--- config.mk ---
export PLATFORM = sky130hd
export DESIGN_NAME = boot_reset_seq
export DESIGN_NICKNAME = d
export VERILOG_FILES = /design/src/rtl/boot_reset_pkg.sv /design/src/rtl/brs_pin_sync.sv /design/src/rtl/brs_low_detect.sv /design/src/rtl/brs_hold_timer.sv /design/src/rtl/brs_strap_latch.sv /design/src/rtl/boot_reset_seq.sv
export SDC_FILE = /design/constraint.sdc
export NUM_CORES = 1
export LEC_CHECK = 0
export ABC_AREA = 1
export BUFFER_PORTS_ARGS = -buffer_cell sky130_fd_sc_hd__clkbuf_2
export CORE_UTILIZATION = 30
export CTS_CLUSTER_DIAMETER = 200
export DETAILED_ROUTE_END_ITERATION = 10
export PLACE_DENSITY = 0.43
export SYNTH_ARGS = -nofsm -noshare
export SYNTH_HDL_FRONTEND = slang
export SYNTH_HIERARCHICAL = 1
export SYNTH_SLANG_ARGS = --single-unit
--- constraint.sdc ---
create_clock -name clk -period 6 [get_ports clk]
set_input_delay 0 -clock clk [delete_from_list [all_inputs] [get_ports clk]]
set_output_delay 0 -clock clk [all_outputs]
set_load 0.01 [all_outputs]
--- src/rtl/boot_reset_pkg.sv ---
package boot_reset_pkg;

  localparam int STRAP_W   = 3;
  localparam int STRAP_SEL = 2;
  localparam int STRAP_CLK = 1;
  localparam int STRAP_DAT = 0;

  typedef struct packed {
    logic div2;
    logic short_sync;
    logic gain20;
  } boot_cfg_t;

  function automatic boot_cfg_t decode_straps(input logic [STRAP_W-1:0] s);
    boot_cfg_t c;
    c.div2       = ~s[STRAP_SEL];
    c.short_sync = ~s[STRAP_CLK];
    c.gain20     =  s[STRAP_DAT];
    return c;
  endfunction

endpackage

--- src/rtl/brs_pin_sync.sv ---
module brs_pin_sync #(
  parameter int STAGES = 2
) (
  input  logic clk,
  input  logic arst_n,
  input  logic clr,
  input  logic d,
  output logic q
);
  logic [STAGES-1:0] chain;

  generate
    for (genvar g = 0; g < STAGES; g++) begin : g_stage
      always_ff @(posedge clk or negedge arst_n) begin
        if (!arst_n)  chain[g] <= 1'b1;
        else if (clr) chain[g] <= 1'b1;
        else          chain[g] <= (g == 0) ? d : chain[(g == 0) ? 0 : g-1];
      end
    end
  endgenerate

  assign q = chain[STAGES-1];
endmodule

--- src/rtl/brs_low_detect.sv ---
module brs_low_detect #(
  parameter int LOW_MIN = 32
) (
  input  logic clk,
  input  logic arst_n,
  input  logic armed,
  input  logic pin_s,
  output logic fire
);
  localparam int LW = $clog2(LOW_MIN);
  localparam logic [LW-1:0] LAST = LW'(LOW_MIN - 1);

  logic [LW-1:0] run;

  always_ff @(posedge clk or negedge arst_n) begin
    if (!arst_n)               run <= '0;
    else if (!armed || pin_s)  run <= '0;
    else if (run != LAST)      run <= run + 1'b1;
  end

  assign fire = armed && !pin_s && (run == LAST);
endmodule

--- src/rtl/brs_hold_timer.sv ---
module brs_hold_timer #(
  parameter int COUNT = 2**21
) (
  input  logic clk,
  input  logic arst_n,
  input  logic restart,
  output logic released,
  output logic last
);
  localparam int CW = $clog2(COUNT);
  localparam logic [CW-1:0] TOP = CW'(COUNT - 1);

  logic [CW-1:0] cnt;

  assign last = !released && (cnt == TOP);

  always_ff @(posedge clk or negedge arst_n) begin
    if (!arst_n) begin
      cnt      <= '0;
      released <= 1'b0;
    end else if (restart) begin
      cnt      <= '0;
      released <= 1'b0;
    end else if (last) begin
      cnt      <= '0;
      released <= 1'b1;
    end else if (!released) begin
      cnt      <= cnt + 1'b1;
    end
  end
endmodule

--- src/rtl/brs_strap_latch.sv ---
module brs_strap_latch
  import boot_reset_pkg::*;
(
  input  logic               clk,
  input  logic               arst_n,
  input  logic               capture,
  input  logic [STRAP_W-1:0] strap_in,
  output boot_cfg_t          cfg
);
  always_ff @(posedge clk or negedge arst_n) begin
    if (!arst_n)      cfg <= '0;
    else if (capture) cfg <= decode_straps(strap_in);
  end
endmodule

--- src/rtl/boot_reset_seq.sv ---
module boot_reset_seq
  import boot_reset_pkg::*;
#(
  parameter int START_CYCLES = 2**21,
  parameter int LOW_MIN      = 32,
  parameter int SYNC_STAGES  = 2
) (
  input  logic               clk,
  input  logic               por_n,
  input  logic               pin_in,
  input  logic [STRAP_W-1:0] strap_in,
  output logic               rst_n,
  output logic               pin_drive_low,
  output logic               cfg_div2,
  output logic               cfg_short_sync,
  output logic               cfg_gain20
);
  logic      pin_s;
  logic      fire;
  logic      released;
  logic      last;
  boot_cfg_t cfg;

  brs_pin_sync #(.STAGES(SYNC_STAGES)) i_sync (
    .clk(clk), .arst_n(por_n), .clr(!released), .d(pin_in), .q(pin_s)
  );

  brs_low_detect #(.LOW_MIN(LOW_MIN)) i_detect (
    .clk(clk), .arst_n(por_n), .armed(released), .pin_s(pin_s), .fire(fire)
  );

  brs_hold_timer #(.COUNT(START_CYCLES)) i_timer (
    .clk(clk), .arst_n(por_n), .restart(fire), .released(released), .last(last)
  );

  brs_strap_latch i_straps (
    .clk(clk), .arst_n(por_n), .capture(last), .strap_in(strap_in), .cfg(cfg)
  );

  assign rst_n          = released;
  assign pin_drive_low  = !released;
  assign cfg_div2       = cfg.div2;
  assign cfg_short_sync = cfg.short_sync;
  assign cfg_gain20     = cfg.gain20;
endmodule

# --- Word-level counts from Yosys, hierarchy flattened ---
# Cells that the tools add are included.
word_totals:
  output_inout_bits: 5
  ff_bits: 32
  in_bits: 6
op_classes:
  addsub: 2
  n_reduce_logical: 8
  bitwise: 2
  n_eq_ne: 4
  mux: 9
op_table:
  columns: ["cell", "n"]
  rows:
  - ["21-bit two-way mux", 3]
  - ["21-bit by 1-bit adder with 21-bit output (second input constant)", 1]
  - ["21-bit == test (second input constant)", 1]
  - ["5-bit two-way mux", 2]
  - ["5-bit by 1-bit adder with 5-bit output (second input constant)", 1]
  - ["5-bit == test (second input constant)", 1]
  - ["5-bit != test (second input constant)", 1]
  - ["1-bit two-way mux", 4]
  - ["2-bit nonzero test", 2]
  - ["1-bit logical AND", 3]
  - ["3-bit by 2-bit != test with 1-bit output (second input constant)", 1]
  - ["1-bit zero test", 2]
  - ["1-bit inverter", 2]
  - ["1-bit logical OR", 1]

# --- Longest topological paths before layout ---
depth:
  depth_word: 4
  ltp_mapped: 14
  ltp_nobuf: 14

# --- Modules after synthesis ---
# Netlist, hierarchy kept.
by_module_without_submodules:
  columns: ["mod", "area_per_inst_um2", "cells_each", "n_inst"]
  rows:
  - ["brs_hold_timer", 1270.0, 158, 1]
  - ["brs_low_detect", 262.8, 34, 1]
  - ["brs_strap_latch", 120.1, 15, 1]
  - ["brs_pin_sync", 71.3, 7, 1]
  - ["boot_reset_seq", 3.8, 1, 1]

# --- Worst setup path after synthesis ---
# No wires, ideal clock.
synth_path:
  path_type: "register to register"
  startpoint: "reg i_detect.run[0]"
  endpoint: "reg i_timer.cnt[17]"
  arrival_time_ps: 1958
  stages_incl_launch_ff: 15
  t_required_ps: 5929
  slack_ps: 3971
  setup_time_ps: 71
  n_path_buf: 0
  cell_sequence: "dfrtp_1 -> ha_1 -> nand2_1 -> nor2_1 -> ha_1 -> inv_1 -> nor2_1 -> inv_2 -> nand2_2 -> nand2_2 -> nor3_4 -> nand3_1 -> nand2_1 -> inv_1 -> nor2_1"
synth_via:
  elab_chain_len: 3
  word_cells_on_any_way: 4
  classes_between: "eq/ne: 2; mux: 1; reduce/logical: 1"
synth_lines:
  columns: ["item", "line_no", "rtl"]
  rows:
  - ["start: declaration", "brs_low_detect.sv:13", "logic [LW-1:0] run;"]
  - ["start signal: assignment", "brs_low_detect.sv:18", "else if (run != LAST) run <= run + 1'b1;"]
  - ["5-bit == test (*)", "brs_low_detect.sv:21", "assign fire = armed && !pin_s && (run == LAST);"]
  - ["1-bit logical AND (*)", "brs_low_detect.sv:21", null]
  - ["named net fire", "boot_reset_seq.sv:19", "logic fire;"]
  - ["3-bit by 2-bit != test with 1-bit output (no source line) / 21-bit two-way mux (equally long branches)", null, null]
  - ["end signal: assignment", "brs_hold_timer.sv:28", "cnt <= cnt + 1'b1;"]
  - ["end: declaration", "brs_hold_timer.sv:13", "logic [CW-1:0] cnt;"]
# Mark *: on every way through the listed nets, which the timed path passes. The rest lies on a longest branch.
# A chain may end at the register's enable or synchronous reset.

# --- Worst setup path in the final report ---
# Ends and elaborated chain as after synthesis.

==> results by stage <==
STA:
- The number of failing hold endpoints at the final stage was 0.
- For the final routed database, the setup TNS stands at 0 ps.
- The number of setup violations in the final report is 0.
- Subtracting the final worst setup slack from the clock period gives 2320 ps.
- Setup repair after global routing left no endpoint under its margin.
- The smallest setup slack after layout is 3680 ps.
- Of the available clock period, the critical path in the final layout requires 38.7%.
- The achievable clock frequency is 0.430 GHz.
- Between clock sinks in the finished design, the worst skew comes to 6.01 ps.
- At the pin with the least slew margin, the transition time is 790 ps.
- The number of pins exceeding their max-slew limit in the final report came to 0.
- The worst relative slew slack is 47.4%.

Synthesis:
- The area of the mapped netlist is 0.00173 mm2.
- The sequential element share of the synthesized area is 46.5%.
- The number of warnings printed during yosys synthesis is 6.
- The count of cell types in the netlist is 24.
- Averaged over all synthesized cells, the footprint is 8.04 um2.
- Yosys instantiated no cell more often than sky130_fd_sc_hd__nand2_1.
- Ranked by instance count, the synthesized netlist is headed by sky130_fd_sc_hd__nand2_1 (45), sky130_fd_sc_hd__nor2_1 (34), sky130_fd_sc_hd__dfrtp_1 (30).
- After synthesis, the cell types taking the most area are sky130_fd_sc_hd__dfrtp_1 (43%), sky130_fd_sc_hd__nand2_1 (9.8%), sky130_fd_sc_hd__nor2_1 (7.4%).
- The async set or reset register ratio after synthesis is 100%.
- In this run, synthesis inferred 0 flip-flops with an integrated enable.
- When the netlist entered floorplanning its net count stood at 224.
- The leading area contributor after synthesis is sky130_fd_sc_hd__dfrtp_1.
- Synthesis handed over a netlist of 215 instances.
- The top cell type by area accounts for 43.4% of the synthesized area.
- The total of flip-flops plus latches after synthesis is 32.
- In the synthesized netlist the dominant register cell turns out to be sky130_fd_sc_hd__dfrtp_1.

Setup path:
- The critical path class is register to register.
- STA classifies the critical path endpoint as a register.
- The largest driver fanout on the critical path is 8.
- At the worst endpoint, the required time is 6220 ps.
- STA classifies the critical path startpoint as a register.
- The data arrival time at the worst-slack endpoint is 2540 ps.

Detailed routing:
- The remaining antenna violation count is 0.
- After detailed routing, the average wire length per cell comes to 10.4 um.
- The total via count in the routed design is 1296.
- The number of detailed-routing iterations run before antenna repair is 4.
- The number of DRC markers in iteration 0 is 57.
- The via density per instance is 4.21.
- Summed over all layers, the routed wires come to 3220 um.
- The number of remaining DRC errors is 0.

Die:
- In this run the vertical extent of the chip is 77.9 um.
- Once the floorplan was initialized, standard cells occupied 31.2% of the core.
- The area of the core is 0.00554 mm2.
- The I/O pin count is 11.
- The die outline width is 77.9 um.
- After floorplanning, the core was divided into 27 placement rows.
- The full die area is 0.00607 mm2.

Worst hold path:
- The min-delay analysis places its worst path in the category input port to async pin.

GRT:
- The wire length of the first global-routing pass is 5850 um.
- The initial antenna violation count is 0.
- The via count of the first global-routing pass is 1305.
- Global routing used 12.7% of the available tracks across all layers.
- The residual overflow from global routing is 0.
- The maximum number of pins on one net before global-route repair is 33.

CTS:
- No sink is reached through more buffers than the 2 on the longest clock path.
- The post-cts repair resize count is 0.
- Clock latency on the worst-skew pair, taken at its later pin, is 280 ps.
- The root buffer cell is sky130_fd_sc_hd__clkbuf_8.
- Clock-pin slew was measured on the worst setup and hold paths at 70 ps.
- CTS saw 32 sinks.
- TritonCTS built the clock tree.
- The CTS buffer count is 5.
- The number of setup buffers added after CTS is 0.
- The H-tree was split into 2 levels.

Cells and area:
- The area growth from synthesis to final layout is 17.2%.
- The final layout contains 244 nets.
- Leaving out filler cells and counting taps, the final layout contains 308.
- Of the cells placed in the final design, the portion with a size suffix greater than 1 is 19.1%.
- The count of antenna diodes in the layout is 0.
- The final design area excluding fillers is 0.00203 mm2.

Run status:
- The flow ran to the end, and the final reports show no timing, DRC or antenna violations.

Pwr:
- The power per cell area is 221 mW/mm2.
- The largest voltage drop on the vdd net is 0.000125 V.
- For this design the static power due to leakage is 0.916 nW.

Place:
- The placement-stage worst setup slack is 3650 ps.
- The number of cells after detailed placement is 295.
- The placed wire-length estimate after detailed placement is 2360 um.
- The count of input and output buffers is 10.
- In this run the cell area measured after placement is 0.00185 mm2.
- The congestion estimate from routability-driven global placement came to 0.754.

Flow run:
- Max-cap violations in this run came to 0.
[sequential cells by signal (all words and copies together) (netlist names)]
register and count:
i_straps/cfg 3, i_sync/chain 1, i_timer/cnt 21, i_sync/q 1, i_timer/released 1, i_detect/run 5
[power by group]
| part | leakage, nW | internal [mW] | total [mW] | switching [mW] |
|---|---|---|---|---|
| registers | 0.410 | 0.216 | 0.216 | 0 |
| logic | 0.441 | 0.00338 | 0.00835 | 0.00497 |
| clock network | 0.0645 | 0.146 | 0.223 | 0.0767 |
[logic make-up after synthesis]
kind of cell	share of synthesized area, %
buffers and inverters	8.04
AOI/OAI and AO/OA	3.55
adders and majority gates	2.17
and+or+nand+nor	33.7
DFF	46.5
xor gates and xnor gates	6.08
[path summary, 6_finish.rpt]
path	start	endpoint	slack (ps)	cells past startpoint
worst max-delay path	i_detect/run[0]$_DFFE_PN0P_	i_timer/cnt[17]$_DFFE_PN0P_	3680	14
worst min-delay path	por_n	i_detect/run[3]$_DFFE_PN0P_	330	2
worst max register to register	i_detect/run[0]$_DFFE_PN0P_	i_timer/cnt[17]$_DFFE_PN0P_	3680	14
worst min register to register	i_sync/chain[0]$_DFF_PN1_	i_sync/q$_DFF_PN1_	440	2
max in group asynchronous	por_n	i_timer/cnt[7]$_DFFE_PN0P_	5170	2
min in group clk	pin_in	i_sync/chain[0]$_DFF_PN1_	440	4
[timing repair]
action	CTS	global route
hold buffers	5	0
setup endpoints to repair	0	0
endpoints found under the hold margin	34	0
[metal layers]
metal	vias up	share of wire, %	track usage, %
li1	703	-	-
met1	574	51	15.9
met2	12	45	20.3
met3	7	2.8	3.53
met4	0	1.6	5.56
met5	-	0	0
[stage by stage]
step | util, % | total power [mW] | hold WS [ps]
CTS | 36.6 | 0.457 | 367
finish | 36.6 | 0.447 | 334
detailed placement | 33.4 | 0.226 | 132
floorplan | - | 0.220 | -296
global route | 36.6 | 0.468 | 414
global placement | 33.4 | 0.226 | 141
[worst max-delay path, stage by stage, from the launching register on]
cell and delay, ps:
sky130_fd_sc_hd__dfrtp_1 370, sky130_fd_sc_hd__ha_1 170, sky130_fd_sc_hd__nand2_1 60, sky130_fd_sc_hd__nor2_1 100, sky130_fd_sc_hd__ha_1 240, sky130_fd_sc_hd__inv_1 120
sky130_fd_sc_hd__nor2_1 330, sky130_fd_sc_hd__inv_2 90, sky130_fd_sc_hd__nand2_2 180, sky130_fd_sc_hd__nand2_2 90, sky130_fd_sc_hd__nor3_4 230, sky130_fd_sc_hd__nand3_1 100
sky130_fd_sc_hd__nand2_1 70, sky130_fd_sc_hd__inv_1 30, sky130_fd_sc_hd__nor2_1 80
[layout by cell type, fill, tap and decap left out, types with 2 or more instances in the layout]
cell / netlist / final
sky130_fd_sc_hd__xnor2_1: 5 / 5
sky130_fd_sc_hd__dfrtp_1: 30 / 30
sky130_fd_sc_hd__ha_1: 3 / 3
sky130_fd_sc_hd__inv_2: 3 / 3
sky130_fd_sc_hd__nand3_1: 10 / 10
sky130_fd_sc_hd__o21ai_0: 3 / 3
sky130_fd_sc_hd__nand2_1: 45 / 45
sky130_fd_sc_hd__clkbuf_2: 0 / 10
sky130_fd_sc_hd__nand2_2: 7 / 7
sky130_fd_sc_hd__nor2_4: 2 / 2
sky130_fd_sc_hd__nor3_1: 7 / 7
sky130_fd_sc_hd__dfstp_2: 2 / 2
sky130_fd_sc_hd__clkbuf_8: 0 / 7
sky130_fd_sc_hd__nor2_2: 8 / 8
sky130_fd_sc_hd__nand4_1: 4 / 4
sky130_fd_sc_hd__inv_1: 29 / 29
sky130_fd_sc_hd__nor2_1: 34 / 34
sky130_fd_sc_hd__dlygate4sd3_1: 0 / 5
sky130_fd_sc_hd__nand3_2: 2 / 2
sky130_fd_sc_hd__a21oi_1: 8 / 8
sky130_fd_sc_hd__xor2_1: 7 / 7
[cell type report]
type	instances	area, um2
multi-input combinational	149	786
sequential	32	803
clock inverter	1	30.0
fill	584	3510
inverter	32	120
clock buffer	7	96.3
tap	72	90.1
timing repair buffer	15	100
Note: power is estimated with default switching activity, not from simulation.
